==> src/rtl/odreq_pkg.sv <==
package odreq_pkg;

    localparam int NUM_PINS     = 4;
    localparam int REG_W        = 16;
    localparam int DIV8_LOG2    = 3;
    localparam int DIV16_LOG2   = 4;
    localparam int DIV128_LOG2  = 7;

    typedef enum logic [1:0] {
        DET_FALL     = 2'b00,
        DET_LOW_D8   = 2'b01,
        DET_LOW_D16  = 2'b10,
        DET_LOW_D128 = 2'b11
    } det_mode_e;

    typedef struct packed {
        logic [NUM_PINS-1:0]      flag;
        logic [2:0]               rsvd;
        logic                     irq_en;
        det_mode_e [NUM_PINS-1:0] mode;
    } ctrl_reg_t;

    typedef struct packed {
        logic d8;
        logic d16;
        logic d128;
    } tick_t;

    function automatic logic sample_tick(det_mode_e m, tick_t t);
        case (m)
            DET_LOW_D8:   return t.d8;
            DET_LOW_D16:  return t.d16;
            DET_LOW_D128: return t.d128;
            default:      return 1'b0;
        endcase
    endfunction

endpackage

==> src/rtl/odreq_sync.sv <==
module odreq_sync #(
    parameter int   STAGES    = 2,
    parameter logic RESET_VAL = 1'b1
) (
    input  logic clk,
    input  logic rst,
    input  logic d,
    output logic q
);
    logic [STAGES-1:0] chain;

    always_ff @(posedge clk) begin
        if (rst) chain <= {STAGES{RESET_VAL}};
        else     chain <= {chain[STAGES-2:0], d};
    end

    assign q = chain[STAGES-1];
endmodule

==> src/rtl/odreq_prescaler.sv <==
module odreq_prescaler
    import odreq_pkg::*;
#(
    parameter int CNT_W = DIV128_LOG2
) (
    input  logic  clk,
    input  logic  rst,
    output tick_t tick
);
    logic [CNT_W-1:0] cnt;

    always_ff @(posedge clk) begin
        if (rst) cnt <= '0;
        else     cnt <= cnt + 1'b1;
    end

    assign tick.d8   = &cnt[DIV8_LOG2-1:0];
    assign tick.d16  = &cnt[DIV16_LOG2-1:0];
    assign tick.d128 = &cnt[DIV128_LOG2-1:0];
endmodule

==> src/rtl/odreq_channel.sv <==
module odreq_channel
    import odreq_pkg::*;
#(
    parameter int LOW_RUN = 16
) (
    input  logic      clk,
    input  logic      rst,
    input  logic      pin_s,
    input  det_mode_e mode,
    input  tick_t     tick,
    input  logic      rd_stb,
    input  logic      wr_stb,
    input  logic      wr_bit,
    output logic      flag
);
    localparam int              CNT_W    = $clog2(LOW_RUN + 1);
    localparam logic [CNT_W-1:0] RUN_LAST = CNT_W'(LOW_RUN - 1);

    logic             prev;
    logic             arm;
    logic             high_seen;
    logic [CNT_W-1:0] low_cnt;
    logic             edge_mode;
    logic             sample;
    logic             set_evt;
    logic             clr_ok;

    assign edge_mode = (mode == DET_FALL);
    assign sample    = sample_tick(mode, tick);
    assign set_evt   = edge_mode ? (prev & ~pin_s)
                                 : (sample & ~pin_s & (low_cnt >= RUN_LAST));
    assign clr_ok    = arm & wr_stb & ~wr_bit & (edge_mode | high_seen);

    always_ff @(posedge clk) begin
        if (rst) begin
            prev      <= 1'b1;
            arm       <= 1'b0;
            high_seen <= 1'b0;
            low_cnt   <= '0;
            flag      <= 1'b0;
        end else begin
            prev <= pin_s;

            if (sample) begin
                if (pin_s)                    low_cnt <= '0;
                else if (low_cnt != RUN_LAST) low_cnt <= low_cnt + 1'b1;
            end

            if (set_evt)     flag <= 1'b1;
            else if (clr_ok) flag <= 1'b0;

            if (wr_stb)      arm <= 1'b0;
            else if (rd_stb) arm <= flag;

            if (rd_stb)               high_seen <= 1'b0;
            else if (sample && pin_s) high_seen <= 1'b1;
        end
    end
endmodule

==> src/rtl/odreq_detect.sv <==
module odreq_detect
    import odreq_pkg::*;
#(
    parameter int LOW_RUN     = 16,
    parameter int SYNC_STAGES = 2
) (
    input  logic                clk,
    input  logic                rst,
    input  logic [NUM_PINS-1:0] od_req_n,
    input  logic                reg_en,
    input  logic                reg_we,
    input  logic [REG_W-1:0]    reg_wdata,
    output logic [REG_W-1:0]    reg_rdata,
    output logic                irq,
    output logic                hiz_req
);
    ctrl_reg_t                wr_view;
    ctrl_reg_t                rd_view;
    det_mode_e [NUM_PINS-1:0] mode_q;
    logic                     mode_locked;
    logic                     irq_en_q;
    logic [NUM_PINS-1:0]      flags;
    logic                     rd_stb;
    logic                     wr_stb;
    tick_t                    tick;
    logic                     unused_rsvd;

    assign wr_view     = ctrl_reg_t'(reg_wdata);
    assign unused_rsvd = ^wr_view.rsvd;
    assign rd_stb      = reg_en & ~reg_we;
    assign wr_stb      = reg_en & reg_we;

    always_ff @(posedge clk) begin
        if (rst) begin
            mode_q      <= {NUM_PINS{DET_FALL}};
            mode_locked <= 1'b0;
            irq_en_q    <= 1'b0;
        end else if (wr_stb) begin
            irq_en_q <= wr_view.irq_en;
            if (!mode_locked) begin
                mode_q      <= wr_view.mode;
                mode_locked <= 1'b1;
            end
        end
    end

    odreq_prescaler #(.CNT_W(DIV128_LOG2)) i_presc (
        .clk  (clk),
        .rst  (rst),
        .tick (tick)
    );

    for (genvar p = 0; p < NUM_PINS; p++) begin : g_pin
        logic pin_s;

        odreq_sync #(.STAGES(SYNC_STAGES), .RESET_VAL(1'b1)) i_sync (
            .clk (clk),
            .rst (rst),
            .d   (od_req_n[p]),
            .q   (pin_s)
        );

        odreq_channel #(.LOW_RUN(LOW_RUN)) i_chan (
            .clk    (clk),
            .rst    (rst),
            .pin_s  (pin_s),
            .mode   (mode_q[p]),
            .tick   (tick),
            .rd_stb (rd_stb),
            .wr_stb (wr_stb),
            .wr_bit (wr_view.flag[p]),
            .flag   (flags[p])
        );
    end

    always_comb begin
        rd_view        = '0;
        rd_view.flag   = flags;
        rd_view.irq_en = irq_en_q;
        rd_view.mode   = mode_q;
    end

    assign reg_rdata = rd_view;
    assign hiz_req   = |flags;
    assign irq       = irq_en_q & (|flags);
endmodule

==> config.mk <==
export PLATFORM = sky130hd
export DESIGN_NAME = odreq_detect
export DESIGN_NICKNAME = d
export VERILOG_FILES = /design/src/rtl/odreq_pkg.sv /design/src/rtl/odreq_sync.sv /design/src/rtl/odreq_prescaler.sv /design/src/rtl/odreq_channel.sv /design/src/rtl/odreq_detect.sv
export SDC_FILE = /design/constraint.sdc
export NUM_CORES = 1
export LEC_CHECK = 0
export BUFFER_PORTS_ARGS = -buffer_cell sky130_fd_sc_hd__buf_2
export CAP_MARGIN = 40
export CORE_MARGIN = 5
export CORE_UTILIZATION = 25
export CTS_CLUSTER_SIZE = 28
export DETAILED_ROUTE_END_ITERATION = 6
export PLACE_DENSITY = 0.47
export REMOVE_ABC_BUFFERS = 1
export SLEW_MARGIN = 10
export SYNTH_ARGS = -nofsm -noshare
export SYNTH_HDL_FRONTEND = slang
export SYNTH_HIERARCHICAL = 1
export SYNTH_SLANG_ARGS = --single-unit
==> constraint.sdc <==
create_clock -name clk -period 2.5 [get_ports clk]
set_input_delay 0.5 -clock clk [delete_from_list [all_inputs] [get_ports clk]]
set_output_delay 0.5 -clock clk [all_outputs]
set_load 0.005 [all_outputs]
==> impl_metrics.toml, run 1 <==
[detailed_routing]
drt-total-wl_microns = 6290
routed-via-count = 2263
dr.first_iter.drc_count = 104
wl_per_cell_microns = 12.8
drtAntennaViolNets = 0
dr.pass1.iters = 4
vias_per_cell = 4.60
drcViolationCount = 0

[sta]
tns_ps = 0
fin_crit_sh = 0.923
layout_min_cycle_time_ps = 2310
hold_viol_final = 0
slew_violations = 0
timing.fmax_mhz = 433
slew_headroom = 0.442
grt_setup_unrepaired = "false"
tightest_slew_ps = 837
finalSetupViolations = 0
fin_worst_skew_ps = 8.82

[finish]
final_layout_size_suffix_gt1_frac = 0.215
area_growth_pct = 20.7
antenna_cells = 0
final_core_util = 0.307
most-common-layout-cells = "dfxtp_1 (61), buf_2 (35), nand2b_1 (25)"
nets = 378
n_fill_cell = 1226
finalInstanceArea_sq_um = 3490
final_common_cell = "dfxtp_1"
multiInputGateArea_sq_um = 1560
seqCellArea_sq_um = 1220

[grt]
antenna_found_initial = 0
grt_pass1_wl_microns = 10900
grt.overflow.total = 0
grt_max_degree = 49
grt_pass1_vias = 2227
grt_util_all_layers = 0.0956

[job]
drv_cap = 0

[synth]
yosys_warnings = 6
synth_seq_cells = 61
ys_seq_area_frac = 0.422
netlist_instances = 308
async_flop_share = 0
synth_area_leaders = "dfxtp_1 (42%), mux2i_1 (6.9%), nand2b_1 (5.4%)"
synth-main-ff-cell = "dfxtp_1"
synth_top_area_share = 0.422
synthesis.area_sq_um = 2900
post-synth-top-area-cell = "dfxtp_1"
postSynthAreaPerCell_sq_um = 9.40
synth_enable_flop_cells = 0
yosysUniqueCellTypes = 40

[clocking]
root_buffer = "clkbuf_16"
hold_buffers = 0
clk_pin_slew_worst_paths_ps = 50
clk_path_buf_depth = 2
insertion_delay_ps = 330
ctsResizeCount = 0
cts.sinks = 61
cts_buffers = 9
htreeDepth = 3
tritoncts = "done"
postCtsSetupRepairBufs = 0

[hold_path]
worstHoldPathType = "primary input to flip-flop"
min_delay_path_depth = 2

[power]
p_comb_frac = 0.054
power_switching_uw = 524
p_int_mw = 1.86
p_leak_nw = 1.30
pwr-share-clk = 0.516
powerDensity_nw_per_um2 = 681
seqPwrFrac = 0.430
vdd_drop_max_uv = 266
swShare = 0.220

[place]
port_buffers = 35
placed_area_sq_um = 3200
place.gp.congestion = 0.774
hpwl_microns = 4360

[die]
rows = 39
design.core.area_sq_um = 11400
die-area_sq_um = 13800
ios = 42
die_w_microns = 118
fp.dieH_microns = 118
start_util = 0.255

[critical_path]
max_stage_delay_ps = 520
cp_slowest_cell = "or4_1"
worst_path_most_repeated_cell = "and3_4"
crit_path_end_kind = "flip-flop"
cp.arrival_ps = 2550
crit_type = "flip-flop to flip-flop"
crit_required_ps = 2750
start_kind = "flip-flop"
crit_fanout = 6
path_cells = "ha_1 -> and3_4 -> and3_4 -> and2_2 -> mux2i_1 -> mux2_4 -> or4_1 -> a31oi_1"
r2r.worst_path.cells = 8

[run_status]
status = "completed"
routing by layer:
layer | share of wire | GRT usage
met4 | 0.010 | 0.0409
met3 | 0.040 | 0.0317
met5 | 0 | 0
met2 | 0.44 | 0.140
met1 | 0.51 | 0.128
path summary, 6_finish.rpt:
kind	slack [ps]	startpoint	end
worst min-delay path	350	od_req_n[3]	g_pin[3].i_sync/chain[0]
worst max register to register	190	i_presc/cnt[0]	g_pin[2].i_chan/flag
worst max-delay path	190	i_presc/cnt[0]	g_pin[2].i_chan/flag
worst min register to register	400	g_pin[1].i_sync/chain[0]	g_pin[1].i_sync/chain[1]
synthesized netlist by cell type (all sizes together), types with 2 or more instances:
cell / instances
nand2b: 25
nand4: 4
nand3b: 4
o2bb2ai: 8
mux2i: 20
buf: 5
a31oi: 4
ha: 10
and3: 10
nor2b: 12
nor2: 18
and2: 3
o31ai: 4
mux2: 5
a21oi: 18
nand3: 2
or2: 12
a22o: 4
nor3: 12
nand2: 9
or4: 13
o21ai: 12
nand4b: 4
inv: 12
clkbuf: 10
dfxtp: 61
per-stage QoR:
stage	instances	total power [mW]	hold WS, ps	worst slack (ps)
final	492	2.38	348	193
after global placement	476	1.17	386	215
after CTS	492	2.42	336	176
after detailed placement	476	1.18	390	193
after global routing	492	2.48	351	43.1
after floorplan	295	1.10	383	410
flip-flops by register name, summed over array words and instances, names as in the netlist:
signal	count
g_pin.i_chan/low_cnt	20
g_pin.i_chan/arm	4
g_pin.i_chan/prev	4
reg_rdata	8
g_pin.i_sync/chain	8
g_pin.i_chan/high_seen	4
mode_locked	1
irq_en_q	1
g_pin.i_chan/flag	4
i_presc/cnt	7
logic make-up after synthesis:
group,count (synthesis),synth area share
and+or+nand+nor,130,0.276
DFF,61,0.422
AOI/OAI and AO/OA,52,0.113
buffers and inverters,27,0.0432
muxes,25,0.0951
adders and majority gates,10,0.0432
xor gates and xnor gates,2,0.00605
other,1,0.00130
power by group through the flow:
stage / Sequential [mW] / Clock (mW) / Combinational (mW)
after floorplan: 1.04 / 0 / 0.0660
after global placement: 1.05 / 0 / 0.128
after detailed placement: 1.05 / 0 / 0.131
after CTS: 1.02 / 1.27 / 0.132
after global routing: 1.03 / 1.30 / 0.146
final: 1.02 / 1.23 / 0.129
final cells by class:
type                    count  area share
repair buffers             38      0.0566
multi-input cells         222       0.446
well taps                 143      0.0512
clock buffers              12      0.0706
inverters                  12      0.0129
flip-flops and latches     61       0.350
clock inverters             4      0.0136
critical path: cells and delay by family (launching register included):
| family | cells | cell delay [ps] |
|---|---|---|
| simple gates | 4 | 1160 |
| mux | 2 | 400 |
| flops | 1 | 350 |
| fa+ha+maj | 1 | 180 |
| compound gates | 1 | 130 |
(Power assumes the default switching activity.)
==> inputs of run 2 (changes only) <==
--- a/config.mk
+++ b/config.mk
@@ -9,6 +9,7 @@
 export CAP_MARGIN = 40
 export CORE_MARGIN = 5
 export CORE_UTILIZATION = 25
+export CTS_CLUSTER_DIAMETER = 30
 export CTS_CLUSTER_SIZE = 28
 export DETAILED_ROUTE_END_ITERATION = 6
 export PLACE_DENSITY = 0.47
@@ -16,5 +17,4 @@
 export SLEW_MARGIN = 10
 export SYNTH_ARGS = -nofsm -noshare
 export SYNTH_HDL_FRONTEND = slang
-export SYNTH_HIERARCHICAL = 1
 export SYNTH_SLANG_ARGS = --single-unit
==> run 2 against run 1 <==
Compared with the run above:
- cell area increased by 2.7%
- core utilization is 0.48 points lower
- non-clock buffer count down 1
- die area rose by 2.9%
- largest cell class unchanged
- critical endpoint is now irq
- sequential share of layout area is 0.91 points lower
==> impl_metrics.toml, run 2 <==
[grt]
grt.overflow.total = 0
antenna_found_initial = 0
grt.met2_usage = 0.160
grt_util_all_layers = 0.105
grt_pass1_vias = 2404
top_usage_layer = "met2"
met3_usage = 0.0323
met1_usage = 0.139
grt_max_degree = 48
grt_pass1_wl_microns = 11900

[clocking]
postCtsSetupRepairBufs = 0
insertion_delay_ps = 320
tritoncts = "done"
clk_pin_slew_worst_paths_ps = 50
ctsResizeCount = 0
hold_buffers = 0
root_buffer = "clkbuf_16"
htreeDepth = 3
cts_buffers = 9
cts.sinks = 61
clk_path_buf_depth = 2

[synth]
yosysUniqueCellTypes = 52
synth_enable_flop_cells = 0
netlist_instances = 357
synth_top_area_share = 0.409
ys_seq_area_frac = 0.409
async_flop_share = 0
yosys_warnings = 0
synth_area_leaders = "dfxtp_1 (41%), a21oi_1 (5.9%), ha_1 (4.2%)"
synthesis.area_sq_um = 2990
synth_seq_cells = 61
postSynthAreaPerCell_sq_um = 8.37
yosysMostFrequentCell = "dfxtp_1"
post-synth-top-area-cell = "dfxtp_1"
yosys-top-cells-count = "dfxtp_1 (61), a21oi_1 (35), inv_1 (27), nand2_1 (27), nor2_1 (25)"
synth-main-ff-cell = "dfxtp_1"

[power]
p_int_mw = 1.97
p_leak_nw = 1.35
power_switching_uw = 528
powerDensity_nw_per_um2 = 697
p_comb_frac = 0.048
vdd_drop_max_uv = 270
pwr-share-clk = 0.542
swShare = 0.211
seqPwrFrac = 0.409
power_mw = 2.50

[sta]
grt_setup_unrepaired = "false"
slew_violations = 0
fin_crit_sh = 0.797
whs_ps = 357
finalSetupViolations = 0
layout_min_cycle_time_ps = 1990
tns_ps = 0
hold_viol_final = 0
fin_worst_skew_ps = 3.91
timing.fmax_mhz = 502

[critical_path]
r2r.worst_path.cells = 7
crit_required_ps = 2000
r2r_setup_slack_ps = 520
start_kind = "flip-flop"
crit_type = "flip-flop to output port"
crit_path_end_kind = "output port"
crit_fanout = 4
cp.arrival_ps = 1490

[place]
place.gp.congestion = 0.795
port_buffers = 35
hpwl_microns = 5070

[detailed_routing]
routed-via-count = 2514
dr.first_iter.drc_count = 130
wl_per_cell_microns = 13.4
drcViolationCount = 0
drt-total-wl_microns = 7200
dr.pass1.iters = 4
vias_per_cell = 4.68
drtAntennaViolNets = 0

[hold_path]
min_delay_path_depth = 2
worstHoldPathType = "primary input to flip-flop"

[die]
design.core.area_sq_um = 11900
start_util = 0.252
rows = 40
ios = 42
die_w_microns = 119
fp.dieH_microns = 119
die-area_sq_um = 14200

[finish]
final_common_cell = "dfxtp_1"
nets = 419
final_layout_size_suffix_gt1_frac = 0.182
final_core_util = 0.302
top_register = "g_pin.i_chan.low_cnt"
largest_reg_flops = 20
area_growth_pct = 20.1
antenna_cells = 0
most-common-layout-cells = "dfxtp_1 (61), a21oi_1 (35), buf_2 (35)"

[run_status]
status = "completed"

[job]
drv_cap = 0
run 2: cell types whose count changed after synthesis, moves of 8 or more:
| cell | before | now |
|---|---|---|
| nand3_1 | 2 | 20 |
| o211ai_1 | 0 | 12 |
| or2_1 | 8 | 0 |
| a21oi_1 | 18 | 35 |
| mux2i_1 | 20 | 0 |
| nand2b_1 | 25 | 10 |
| inv_1 | 12 | 27 |
| nand2_1 | 9 | 27 |
| nor2b_1 | 12 | 4 |
run 2: critical path, cell delays in order (launching register included):
cell and delay, ps:
dfxtp_1 350, or4_1 540, and2_1 170, buf_2 120
run 2: cell families after synthesis:
| kind of cell | after synthesis | synth area share |
|---|---|---|
| DFF | 61 | 0.409 |
| other | 1 | 0.00126 |
| AOI/OAI and AO/OA | 98 | 0.219 |
| and+or+nand+nor | 133 | 0.242 |
| adders and majority gates | 10 | 0.0419 |
| xor gates and xnor gates | 4 | 0.0117 |
| buffers and inverters | 50 | 0.0754 |
run 2: power by group through the flow:
stage	Clock (mW)	Sequential [mW]	Combinational (mW)
after floorplan	0	1.04	0.0546
after global placement	0	1.04	0.122
after detailed placement	0	1.05	0.124
after CTS	1.39	1.02	0.124
after global routing	1.43	1.03	0.138
final	1.36	1.02	0.121
run 2: final timing paths:
check / startpoint / end
worst max register to register: g_pin[2].i_chan.low_cnt[0] / g_pin[2].i_chan.low_cnt[0]
worst max-delay path: g_pin[2].i_chan.flag / irq
worst min register to register: g_pin[2].i_sync.chain[0] / g_pin[2].i_sync.chain[1]
worst min-delay path: od_req_n[0] / g_pin[0].i_sync.chain[0]
run 2: through the flow:
| stage | setup WS (ps) | std cells | instance area (sq um) |
|---|---|---|---|
| after floorplan | 719 | 337 | 2870 |
| after global routing | 404 | 537 | 3590 |
| final | 508 | 537 | 3590 |
| after detailed placement | 526 | 521 | 3260 |
| after CTS | 494 | 537 | 3590 |
| after global placement | 541 | 521 | 3260 |
run 2: layer usage:
| layer | routed length, microns | vias up | share of wire |
|---|---|---|---|
| li1 | - | 1324 | - |
| met1 | 3670 | 1133 | 0.51 |
| met2 | 3120 | 47 | 0.43 |
| met3 | 275 | 10 | 0.038 |
| met4 | 125 | 0 | 0.017 |
| met5 | 0 | - | 0 |
run 2: area by class of cell:
type                            count  area [sq um]
Fill cell                        1241          8270
Multi-Input combinational cell    248          1550
Sequential cell                    61          1220
Clock buffer                       12           256
Timing Repair Buffer               37           203
Tap cell                          147           184
Inverter                           28           105
Clock inverter                      4          70.1
